### config.mk
export PLATFORM = sky130hd
export DESIGN_NAME = dma_stage_ctrl
export DESIGN_NICKNAME = d
export VERILOG_FILES = /design/src/rtl/dma_stage_pkg.sv /design/src/rtl/stage_fifo.sv /design/src/rtl/xfer_counter.sv /design/src/rtl/stop_ctrl.sv /design/src/rtl/dma_stage_ctrl.sv
export SDC_FILE = /design/constraint.sdc
export NUM_CORES = 1
export LEC_CHECK = 0
export ABC_AREA = 1
export BUFFER_PORTS_ARGS = -buffer_cell sky130_fd_sc_hd__buf_2
export CAP_MARGIN = 10
export CELL_PAD_IN_SITES_DETAIL_PLACEMENT = 2
export CELL_PAD_IN_SITES_GLOBAL_PLACEMENT = 2
export CORE_UTILIZATION = 33
export CTS_CLUSTER_DIAMETER = 150
export DETAILED_ROUTE_END_ITERATION = 10
export HOLD_SLACK_MARGIN = 0.08
export PLACE_DENSITY_LB_ADDON = 0.25
export SYNTH_ARGS = -nofsm -noshare
export SYNTH_HDL_FRONTEND = slang
export SYNTH_HIERARCHICAL = 1
export SYNTH_SLANG_ARGS = --single-unit
### constraint.sdc
create_clock -name clk -period 3.3 [get_ports clk]
set_input_delay 0.66 -clock clk [delete_from_list [all_inputs] [get_ports clk]]
set_output_delay 0.66 -clock clk [all_outputs]
set_load 0.05 [all_outputs]
### src/rtl/dma_stage_pkg.sv
package dma_stage_pkg;
  typedef enum logic [1:0] {
    ST_RUN    = 2'd0,
    ST_DRAIN  = 2'd1,
    ST_OFLUSH = 2'd2,
    ST_HALT   = 2'd3
  } stop_st_t;

  localparam logic [7:0] CMD_STOP = 8'h13;
  localparam logic [7:0] CNT_BASE = 8'h34;
endpackage

### src/rtl/stage_fifo.sv
module stage_fifo #(
  parameter int W     = 8,
  parameter int DEPTH = 8,
  localparam int AW   = $clog2(DEPTH),
  localparam int CW   = $clog2(DEPTH + 1)
) (
  input  logic          clk,
  input  logic          rst,
  input  logic          flush,
  input  logic          push,
  input  logic [W-1:0]  din,
  input  logic          pop,
  output logic [W-1:0]  dout,
  output logic          full,
  output logic          empty,
  output logic [CW-1:0] count
);
  logic [W-1:0]  mem [DEPTH];
  logic [AW-1:0] wr_ptr, rd_ptr;

  function automatic logic [AW-1:0] nxt(input logic [AW-1:0] p);
    return (p == AW'(DEPTH - 1)) ? '0 : p + AW'(1);
  endfunction

  // storage without reset so it maps to RAM
  always_ff @(posedge clk) begin
    if (push) mem[wr_ptr] <= din;
  end

  always_ff @(posedge clk) begin
    if (rst || flush) begin
      wr_ptr <= '0;
      rd_ptr <= '0;
      count  <= '0;
    end else begin
      if (push) wr_ptr <= nxt(wr_ptr);
      if (pop)  rd_ptr <= nxt(rd_ptr);
      case ({push, pop})
        2'b10:   count <= count + CW'(1);
        2'b01:   count <= count - CW'(1);
        default: count <= count;
      endcase
    end
  end

  assign dout  = mem[rd_ptr];
  assign full  = (count == CW'(DEPTH));
  assign empty = (count == '0);


  no_overflow_chk: assert property (@(posedge clk) disable iff (rst)
    push |-> !full);


  no_underflow_chk: assert property (@(posedge clk) disable iff (rst)
    pop |-> !empty);
endmodule

### src/rtl/xfer_counter.sv
module xfer_counter #(
  parameter int         CNT_W  = 32,
  parameter int         LANE_W = 8,
  parameter int         ADDR_W = 8,
  parameter logic [7:0] BASE   = 8'h34,
  localparam int        LANES  = CNT_W / LANE_W
) (
  input  logic              clk,
  input  logic              rst,
  input  logic              bus_rst,
  input  logic              reg_wr,
  input  logic [ADDR_W-1:0] reg_addr,
  input  logic [LANE_W-1:0] reg_wdata,
  input  logic              dec,
  output logic              any_wr,
  output logic [CNT_W-1:0]  cnt
);
  logic [LANES-1:0] hit;

  genvar k;
  generate
    for (k = 0; k < LANES; k++) begin : g_lane
      assign hit[k] = reg_wr && (reg_addr == ADDR_W'(BASE) + ADDR_W'(k));
    end
  endgenerate

  assign any_wr = |hit;

  always_ff @(posedge clk) begin
    if (rst || bus_rst) begin
      cnt <= '0;
    end else if (any_wr) begin
      for (int i = 0; i < LANES; i++) begin
        if (hit[i]) cnt[i*LANE_W +: LANE_W] <= reg_wdata;
      end
    end else if (dec) begin
      cnt <= cnt - CNT_W'(1);
    end
  end


  wrap_chk: assert property (@(posedge clk) disable iff (rst || bus_rst)
    (dec && !any_wr && cnt == '0) |=> (cnt == '1));


  lane_low_chk: assert property (@(posedge clk) disable iff (rst || bus_rst)
    hit[0] |=> (cnt[LANE_W-1:0] == $past(reg_wdata)));


  step_chk: assert property (@(posedge clk) disable iff (rst || bus_rst)
    (dec && !any_wr) |=> (cnt == $past(cnt) - CNT_W'(1)));
endmodule

### src/rtl/stop_ctrl.sv
module stop_ctrl
  import dma_stage_pkg::*;
#(
  parameter int CW = 4
) (
  input  logic          clk,
  input  logic          rst,
  input  logic          cmd_valid,
  input  logic [7:0]    cmd_code,
  input  logic          dir_in,
  input  logic          cnt_wr,
  input  logic          fifo_empty,
  input  logic [CW-1:0] fifo_count,
  input  logic          irq_clr,
  output stop_st_t      state,
  output logic          flush,
  output logic          restore,
  output logic [CW-1:0] restore_cnt,
  output logic          irq
);
  logic stop_hit;
  logic irq_set;

  assign stop_hit = cmd_valid && (cmd_code == CMD_STOP);
  assign flush    = (state == ST_OFLUSH);
  assign irq_set  = ((state == ST_DRAIN) && fifo_empty) || (state == ST_OFLUSH);

  always_ff @(posedge clk) begin
    if (rst) begin
      state       <= ST_RUN;
      restore     <= 1'b0;
      restore_cnt <= '0;
    end else begin
      restore <= 1'b0;
      case (state)
        ST_RUN:    if (stop_hit) state <= dir_in ? ST_DRAIN : ST_OFLUSH;
        ST_DRAIN:  if (fifo_empty) state <= ST_HALT;
        ST_OFLUSH: begin
          state       <= ST_HALT;
          restore     <= 1'b1;
          restore_cnt <= fifo_count;
        end
        default:   if (cnt_wr) state <= ST_RUN;
      endcase
    end
  end

  always_ff @(posedge clk) begin
    if (rst)          irq <= 1'b0;
    else if (irq_set) irq <= 1'b1;
    else if (irq_clr) irq <= 1'b0;
  end


  irq_empty_chk: assert property (@(posedge clk) disable iff (rst)
    $rose(irq) |-> fifo_empty);


  restore_halt_chk: assert property (@(posedge clk) disable iff (rst)
    restore |-> (irq && state == ST_HALT));


  irq_hold_chk: assert property (@(posedge clk) disable iff (rst)
    (irq && !irq_clr) |=> irq);
endmodule

### src/rtl/dma_stage_ctrl.sv
module dma_stage_ctrl
  import dma_stage_pkg::*;
#(
  parameter int DATA_W     = 8,
  parameter int FIFO_DEPTH = 8,
  parameter int CNT_W      = 32,
  parameter int ADDR_W     = 8,
  localparam int FCW       = $clog2(FIFO_DEPTH + 1)
) (
  input  logic              clk,
  input  logic              rst,
  input  logic              bus_rst,
  input  logic              dir_in,
  input  logic              cnt_en,
  input  logic              reg_wr,
  input  logic [ADDR_W-1:0] reg_addr,
  input  logic [7:0]        reg_wdata,
  output logic [CNT_W-1:0]  cnt_value,
  input  logic              cmd_valid,
  input  logic [7:0]        cmd_code,
  input  logic              irq_clr,
  output logic              stop_irq,
  input  logic              dma_wvalid,
  input  logic [DATA_W-1:0] dma_wdata,
  output logic              dma_wready,
  output logic              dma_rvalid,
  output logic [DATA_W-1:0] dma_rdata,
  input  logic              dma_rready,
  output logic              ep_wvalid,
  output logic [DATA_W-1:0] ep_wdata,
  input  logic              ep_wready,
  input  logic              ep_rvalid,
  input  logic [DATA_W-1:0] ep_rdata,
  output logic              ep_rready,
  output logic              ep_hold,
  output logic              ep_restore,
  output logic [FCW-1:0]    ep_restore_cnt
);
  stop_st_t          state;
  logic              run, draining, flush;
  logic              full, empty;
  logic [FCW-1:0]    count;
  logic [DATA_W-1:0] dout;
  logic              cnt_ok, any_wr;
  logic              push_in, pop_in, push_out, pop_out, dec;

  assign run      = (state == ST_RUN);
  assign draining = (state == ST_DRAIN);
  assign cnt_ok   = !cnt_en || (cnt_value != '0);

  // IN path: DMA -> stage -> endpoint
  assign dma_wready = dir_in && run && !full && cnt_ok;
  assign push_in    = dma_wvalid && dma_wready;
  assign ep_wvalid  = dir_in && !empty && (run || draining);
  assign ep_wdata   = dout;
  assign pop_in     = ep_wvalid && ep_wready;

  // OUT path: endpoint -> stage -> DMA
  assign ep_rready  = !dir_in && run && !full;
  assign push_out   = ep_rvalid && ep_rready;
  assign dma_rvalid = !dir_in && run && !empty && cnt_ok;
  assign dma_rdata  = dout;
  assign pop_out    = dma_rvalid && dma_rready;
  assign ep_hold    = !dir_in && !empty;

  assign dec = push_in || pop_out;

  stage_fifo #(.W(DATA_W), .DEPTH(FIFO_DEPTH)) u_fifo (
    .clk   (clk),
    .rst   (rst),
    .flush (flush),
    .push  (push_in || push_out),
    .din   (dir_in ? dma_wdata : ep_rdata),
    .pop   (pop_in || pop_out),
    .dout  (dout),
    .full  (full),
    .empty (empty),
    .count (count)
  );

  xfer_counter #(
    .CNT_W (CNT_W), .LANE_W(8), .ADDR_W(ADDR_W), .BASE(CNT_BASE)
  ) u_cnt (
    .clk       (clk),
    .rst       (rst),
    .bus_rst   (bus_rst),
    .reg_wr    (reg_wr),
    .reg_addr  (reg_addr),
    .reg_wdata (reg_wdata),
    .dec       (dec),
    .any_wr    (any_wr),
    .cnt       (cnt_value)
  );

  stop_ctrl #(.CW(FCW)) u_stop (
    .clk         (clk),
    .rst         (rst),
    .cmd_valid   (cmd_valid),
    .cmd_code    (cmd_code),
    .dir_in      (dir_in),
    .cnt_wr      (any_wr),
    .fifo_empty  (empty),
    .fifo_count  (count),
    .irq_clr     (irq_clr),
    .state       (state),
    .flush       (flush),
    .restore     (ep_restore),
    .restore_cnt (ep_restore_cnt),
    .irq         (stop_irq)
  );


  stop_freeze_chk: assert property (@(posedge clk) disable iff (rst || bus_rst)
    (cmd_valid && cmd_code == CMD_STOP && run) |=> (!dma_wready && !dma_rvalid));


  in_latency_chk: assert property (@(posedge clk) disable iff (rst)
    push_in |=> (ep_wvalid || !dir_in));


  hold_chk: assert property (@(posedge clk) disable iff (rst)
    push_out |=> (ep_hold || dir_in));


  limit_chk: assert property (@(posedge clk) disable iff (rst || bus_rst)
    (cnt_en && cnt_value == '0) |-> !dec);
endmodule

# Word-level counts from Yosys, hierarchy flattened

Memories as Yosys holds them, arrays and structs flattened. A register that Yosys moved wholly into a read port is not among the register bits.
Cells that the tools add are included.

Add/subtract/negate cells: 5
$mul: 0
Divide/modulo/power cells: 0
Magnitude comparators: 0
Eq/ne operators: 18
Shifts and indexed selects: 0
Multiplexer cells: 22
Bitwise gates (word level): 0
Reduce and logical (&&, ||, !) cells: 45

Operator list:

| cell                                                                  | count |
|---|---|
| 32-bit 2-to-1 mux                                                     | 2 |
| 8-bit 2-to-1 mux                                                      | 5 |
| 8-bit by 6-bit == test with 1-bit output (second input constant)      | 4 |
| 32-bit nonzero test                                                   | 1 |
| 32-bit by 1-bit subtractor with 32-bit output (second input constant) | 1 |
| 1-bit logical AND                                                     | 20 |
| 3-bit 2-to-1 mux                                                      | 4 |
| 2-bit by 1-bit != test with 1-bit output (second input constant)      | 6 |
| 8-bit by 5-bit == test with 1-bit output (second input constant)      | 1 |
| 1-bit logical OR                                                      | 8 |
| 2-bit 2-to-1 mux                                                      | 4 |
| 4-bit case mux with 2 select lines                                    | 1 |
| 2-bit AND reduction                                                   | 4 |
| 3-bit by 1-bit adder with 3-bit output (second input constant)        | 2 |
| 3-bit == test (second input constant)                                 | 2 |
| 2-bit case mux with 3 select lines                                    | 1 |
| 2-bit nonzero test                                                    | 3 |
| 1-bit 2-to-1 mux                                                      | 5 |
| 4-bit by 1-bit adder with 4-bit output (second input constant)        | 1 |
| 2-bit by 1-bit == test with 1-bit output (second input constant)      | 2 |
| 2-bit == test (second input constant)                                 | 2 |
| 4-bit == test (second input constant)                                 | 1 |
| 1-bit logical NOT                                                     | 4 |
| 4-bit logical NOT                                                     | 1 |
| other kinds (5)                                                       | 5 |

Register bits after elaboration: 50
Latch bits: 0
RAM bits: 64
ROM bits: 0
Input port bits: 52
Logic and storage cells: 102
Memories kept: 1

Memory list:

| memory     | words | bits a word | read ports | clocked after Yosys merged registers in | wr ports | line             | source |
|---|---|---|---|---|---|---|---|
| u_fifo.mem | 8     | 8           | 1          | 1                                       | 1        | stage_fifo.sv:18 | `logic [W-1:0] mem [DEPTH];` |

# Longest topological paths before layout

Depth after elaboration: 8
Mapped depth: 19
Gate-level depth less buffers: 19

# By module

The synthesis kept the hierarchy.

By module, submodules not included:

| module         | instances | cells each | area each (um^2) |
|---|---|---|---|
| stage_fifo     | 1         | 270        | 3181.8 |
| xfer_counter   | 1         | 410        | 2416.1 |
| dma_stage_ctrl | 1         | 113        | 513.0 |
| stop_ctrl      | 1         | 60         | 436.7 |

# Worst setup path after synthesis

No wires, ideal clock.

Path type: input port to flip-flop
Start point: in dir_in
End point: reg u_fifo.count[2]
Arrival time: 3.054 ns
Required time: 3.185 ns
Slack: 0.131 ns
Stages: 13
Path buffers: 0
Cell sequence: inv_2 > nor3_1 > nand2_1 > nand2_1 > ha_1 > nand2_1 > inv_1 > nor2_1 > ha_1 > a21oi_1 > xnor2_1 > o21ai_0 > inv_1

Elaborated cells on any way between the ends: 20
Those cells by class: eq/ne (2); mux (1); reduce/logical (17)

RTL lines:

| element                                                                   | line                 | source |
|---|---|---|
| start: declaration                                                        | dma_stage_ctrl.sv:13 | `input logic dir_in,` |
| 1-bit logical AND * (2 in series)                                         | dma_stage_ctrl.sv:54 | `assign ep_wvalid = dir_in && !empty && (run \|\| draining);` |
| named net ep_wvalid                                                       | dma_stage_ctrl.sv:29 | `output logic ep_wvalid,` |
| 1-bit logical AND *                                                       | dma_stage_ctrl.sv:56 | `assign pop_in = ep_wvalid && ep_wready;` |
| 1-bit logical OR *                                                        | dma_stage_ctrl.sv:74 | `.pop (pop_in \|\| pop_out),` |
| 2-bit by 1-bit == test with 1-bit output or 2-bit == test (tied branches) | stage_fifo.sv:38     | `case ({push, pop})` |
| 4-bit case mux with 2 select lines or 2-bit nonzero test (tied branches)  | -                    |  |
| end signal: assignment                                                    | stage_fifo.sv:39     | `2'b10: count <= count + CW'(1);` |
| end signal: assignment                                                    | stage_fifo.sv:40     | `2'b01: count <= count - CW'(1);` |
| end signal: assignment                                                    | stage_fifo.sv:41     | `default: count <= count;` |
| end: declaration                                                          | stage_fifo.sv:16     | `output logic [CW-1:0] count` |

Mark *: on every way through the listed nets, which the timed path passes. The rest lies on a longest branch.
A chain may end at the register's enable or synchronous reset.

==> results.py <==
metrics = {
    "worst_setup_path": {
        "worstSetupEndpointType": "output port",
        "flop2flop_setup_slack_ps": 470,
        "timing.critical_path.arrival_ps": 2280,
        "worst-path-max-fanout": 22,
        "setup.worst_path.end": "dma_rdata[2]",
        "regToRegStartpoint": "u_fifo/count[0]$_SDFFE_PP0P_",
        "criticalPathCategory": "reg -> out",
        "worstReg2RegEnd": "u_fifo/count[2]$_SDFFE_PP0P_",
        "required_ps": 2640,
        "critical_path.startpoint_type": "flop",
        "worstRegToRegCells": 17,
    },
    "layout": {
        "nets": 1033,
        "antenna-diode-count": 0,
        "multi_input_area_um2": 2940,
        "regArea_um2": 2983,
        "layout-area-overhead-vs-synth_pct": 21.19,
        "drive_gt1_share_pct": 20.06,
        "fillers": 2299,
    },
    "sta": {
        "timing.final.crit_period_ps": 2941,
        "final.setup_skew_ps": 11.71,
        "period_share_pct": 89.11,
        "slew_headroom_pct": 41.89,
        "postLayoutSetupSlackWorst_ps": 359.4,
        "max_freq_ghz": 0.3401,
        "slew_of_the_pin_with_the_lowest_slew_margin_ps": 868.4,
        "finalSetupViolations": 0,
        "rsz0062_at_grt": "no",
        "totalNegativeSetupSlack_ps": 0,
        "slew_viol_final": 0,
        "timing.final.hold_violations": 0,
    },
    "pwr": {
        "p_sw_share_pct": 49.50,
        "sequential_share_of_power_pct": 24.5,
        "p_switching_uw": 4113,
        "combPwrFrac_pct": 52.3,
        "p_int_uw": 4195,
        "finalPower_uw": 8308,
        "power.density_cell_area_nw_per_um2": 1047,
        "ir_worst_vdd_mv": 0.3795,
        "leakagePower_uw": 0.003752,
        "share_of_power_burned_in_the_clock_network_pct": 23.2,
    },
    "clock_tree": {
        "clockBufferDepth": 2,
        "cts_tree": "yes",
        "post_cts.repair.setup_buffers": 0,
        "cts.root.buffer_cell": "clkbuf_16",
        "tritoncts_num_sinks": 117,
        "cts.repair.resized": 0,
        "cts-buffers-inserted": 17,
        "clk_latency_ps": 430,
        "clock_tree.htree_level_count": 4,
        "clk_pin_slew_worst_paths_ps": 60,
        "cts_hold_buffers": 0,
    },
    "detailed_routing": {
        "detailroute.via_count": 6191,
        "drtPass1Iterations": 4,
        "vias_per_cell": 4.965,
        "post_detailed_route_wirelength_per_cell_um": 18.93,
        "detail_route.wirelength_um": 23610,
        "postRouteAntennaNets": 0,
        "detailedRoute.firstIterationViolations": 171,
        "route.detailed.drc": 0,
    },
    "placement": {
        "portBuffers": 110,
        "dpl_hpwl_um": 17610,
        "pre_cts_ws_ps": 203.9,
        "place_congestion": 0.7847,
    },
    "logic_synthesis": {
        "ys_types": 40,
        "synth.ff_latch_count": 117,
        "synth_area_um2": 6548,
        "synth_compound_area_share_pct": 11.75,
        "synth_cells": 853,
        "parity_gate_share_of_the_synthesized_area_counting_xor_and_xnor_cells_pct": 0.6688,
        "synth.mux.area_fraction_pct": 1.223,
        "synth_fa_ha_area_share_pct": 2.293,
        "yosysSeqAreaShare_pct": 45.56,
        "synthesis.area_per_instance_um2": 7.676,
        "syn_nets": 917,
        "synthesis.yosys.warnings": 6,
        "main_combinational_cell_family_by_area_after_synthesis": "simple AND/OR/NAND/NOR gates",
        "post_synth_and_or_nand_nor_area_fraction_pct": 28.86,
    },
    "die": {
        "floorplan.die_area_um2": 20410,
        "die_width_um": 142.9,
        "chipHeight_um": 142.9,
        "core_area_um2": 19460,
        "initial_util_pct": 33.64,
        "ioPinCount": 111,
        "rows": 51,
    },
    "grt": {
        "global_route.overflow_total": 0,
        "grt_antenna_before_repair": 0,
        "via_count_of_the_first_global_routing_pass": 6651,
        "grt_start_max_net_pins": 33,
        "grt_use_total_pct": 24.56,
        "wire_length_of_the_first_global_routing_pass_um": 36960,
    },
    "status": {
        "run_status": "complete, no violations",
    },
    "flow_run": {
        "drv.max_cap_violation_count": 0,
    },
    "min_path": {
        "worst_hold_path_type": "in -> reg",
    },
}
-- power by group through the flow --
stage	clock network (uW)	logic, uW	registers (uW)
4_1_cts	1960	4400	2040
5_1_grt	2000	4810	2070
3_5_place_dp	0	4350	2060
3_3_place_gp	0	4200	2040
2_1_floorplan	0	2990	2280
6_report	1920	4350	2030
-- routing by layer --
layer  up-vias  track usage, %  wire length (um)
met2       107           45.56             12270
met3        34           3.488               516
met1      3030           28.38             10290
li1       3020               -                 -
met4         0           9.338               529
met5         -               0                 0
-- synthesized netlist by cell type (all sizes together) --
cell / instances / area share [%]
o211a: 1 / 0.15
o21ai: 78 / 6.1
nand3: 39 / 3.1
a21oi: 45 / 3.4
buf: 25 / 3.4
dfxtp: 53 / 16
nand3b: 1 / 0.11
xnor2: 2 / 0.27
clkinv: 1 / 0.057
o22ai: 8 / 0.76
nor3: 9 / 0.86
a211oi: 1 / 0.11
o21bai: 8 / 0.92
nand2: 203 / 12
edfxtp: 64 / 29
a22oi: 1 / 0.11
inv: 94 / 5.4
nand4: 17 / 1.6
a21boi: 1 / 0.11
or2: 6 / 0.57
nor4: 1 / 0.32
nor2: 166 / 10
bufinv: 2 / 0.54
xor2: 3 / 0.40
mux2i: 8 / 1.2
clkbuf: 4 / 0.29
ha: 12 / 2.3
-- critical path, cell delays in order, from the launching register on --
cell and delay [ps]:
dfxtp_1 690, buf_12 250, nor2_1 70, nor2_1 110, o21ai_0 100, o21ai_1 130
nand2_1 120, nand2_1 110, buf_2 260
-- area by class of cell --
type	count	share of cell area (%)
well taps	265	4.178
multi-input cells	610	37.05
clock buffers	17	5.361
repair buffers	126	8.609
flip-flops and latches	117	37.59
inverters	97	4.935
clock inverters	15	2.271
-- worst min-delay path by stage --
stage / from / cells after the start / endpoint / slack [ps]
floorplan: u_fifo/rd_ptr[2]$_SDFFE_PP0P_ / 2 / flop / 460
global route: rst / 2 / u_stop/restore$_SDFF_PP0_ / 500
CTS: rst / 2 / u_stop/irq$_SDFFE_PP0P_ / 470
global placement: u_fifo/rd_ptr[2]$_SDFFE_PP0P_ / 2 / u_fifo/rd_ptr[2]$_SDFFE_PP0P_ / 480
detailed placement: u_stop/restore_cnt[2]$_SDFFE_PP0P_ / 2 / u_stop/restore_cnt[2]$_SDFFE_PP0P_ / 490
finish: rst / 2 / u_stop/restore$_SDFF_PP0_ / 490
-- layout by cell type, fill, tap and decap left out, types with 5 or more instances in the layout --
cell	n
nand2_1	193
nor2_1	157
buf_2	110
inv_1	86
edfxtp_1	64
o21ai_0	56
dfxtp_1	53
a21oi_1	45
nand3_1	38
o21ai_1	19
nand4_1	17
clkbuf_16	17
buf_4	15
ha_1	12
nand2_2	9
inv_2	8
o21bai_1	8
mux2i_1	8
o22ai_1	8
nor3_1	7
clkinvlp_4	5
nor2_4	5
-- sequential cells by signal, indices dropped and copies added (netlist names), named ones only --
signal and cells:
u_fifo/count 4, u_cnt/cnt 32, u_fifo/rd_ptr 3, u_stop/irq 1
u_fifo/mem 64, u_fifo/wr_ptr 3, u_stop/restore 1, u_stop/restore_cnt 4
u_stop/state 2
-- per-stage QoR --
| step | std cells | hold slack [ps] | cell area (um2) | util, % |
|---|---|---|---|---|
| after floorplan | 853 | 457.6 | 6548 | - |
| after global placement | 1215 | 477.2 | 7325 | 37.63 |
| after detailed placement | 1215 | 493.7 | 7325 | 37.63 |
| after CTS | 1247 | 470.0 | 7930 | 40.75 |
| after global routing | 1247 | 495.8 | 7935 | 40.77 |
| final | 1247 | 492.2 | 7935 | 40.77 |
-- cells by family (layout without fill, tap and decap cells) --
| kind of cell | count (synthesis) | count (layout) |
|---|---|---|
| flip-flops | 117 | 117 |
| XOR/XNOR | 5 | 5 |
| buffers and inverters | 126 | 255 |
| multiplexers | 8 | 8 |
| adder cells (fa/ha/maj) | 12 | 12 |
| AO/OA/AOI/OAI | 143 | 143 |
| AND/OR/NAND/NOR | 442 | 442 |
Power figures use the tool's default switching activity.
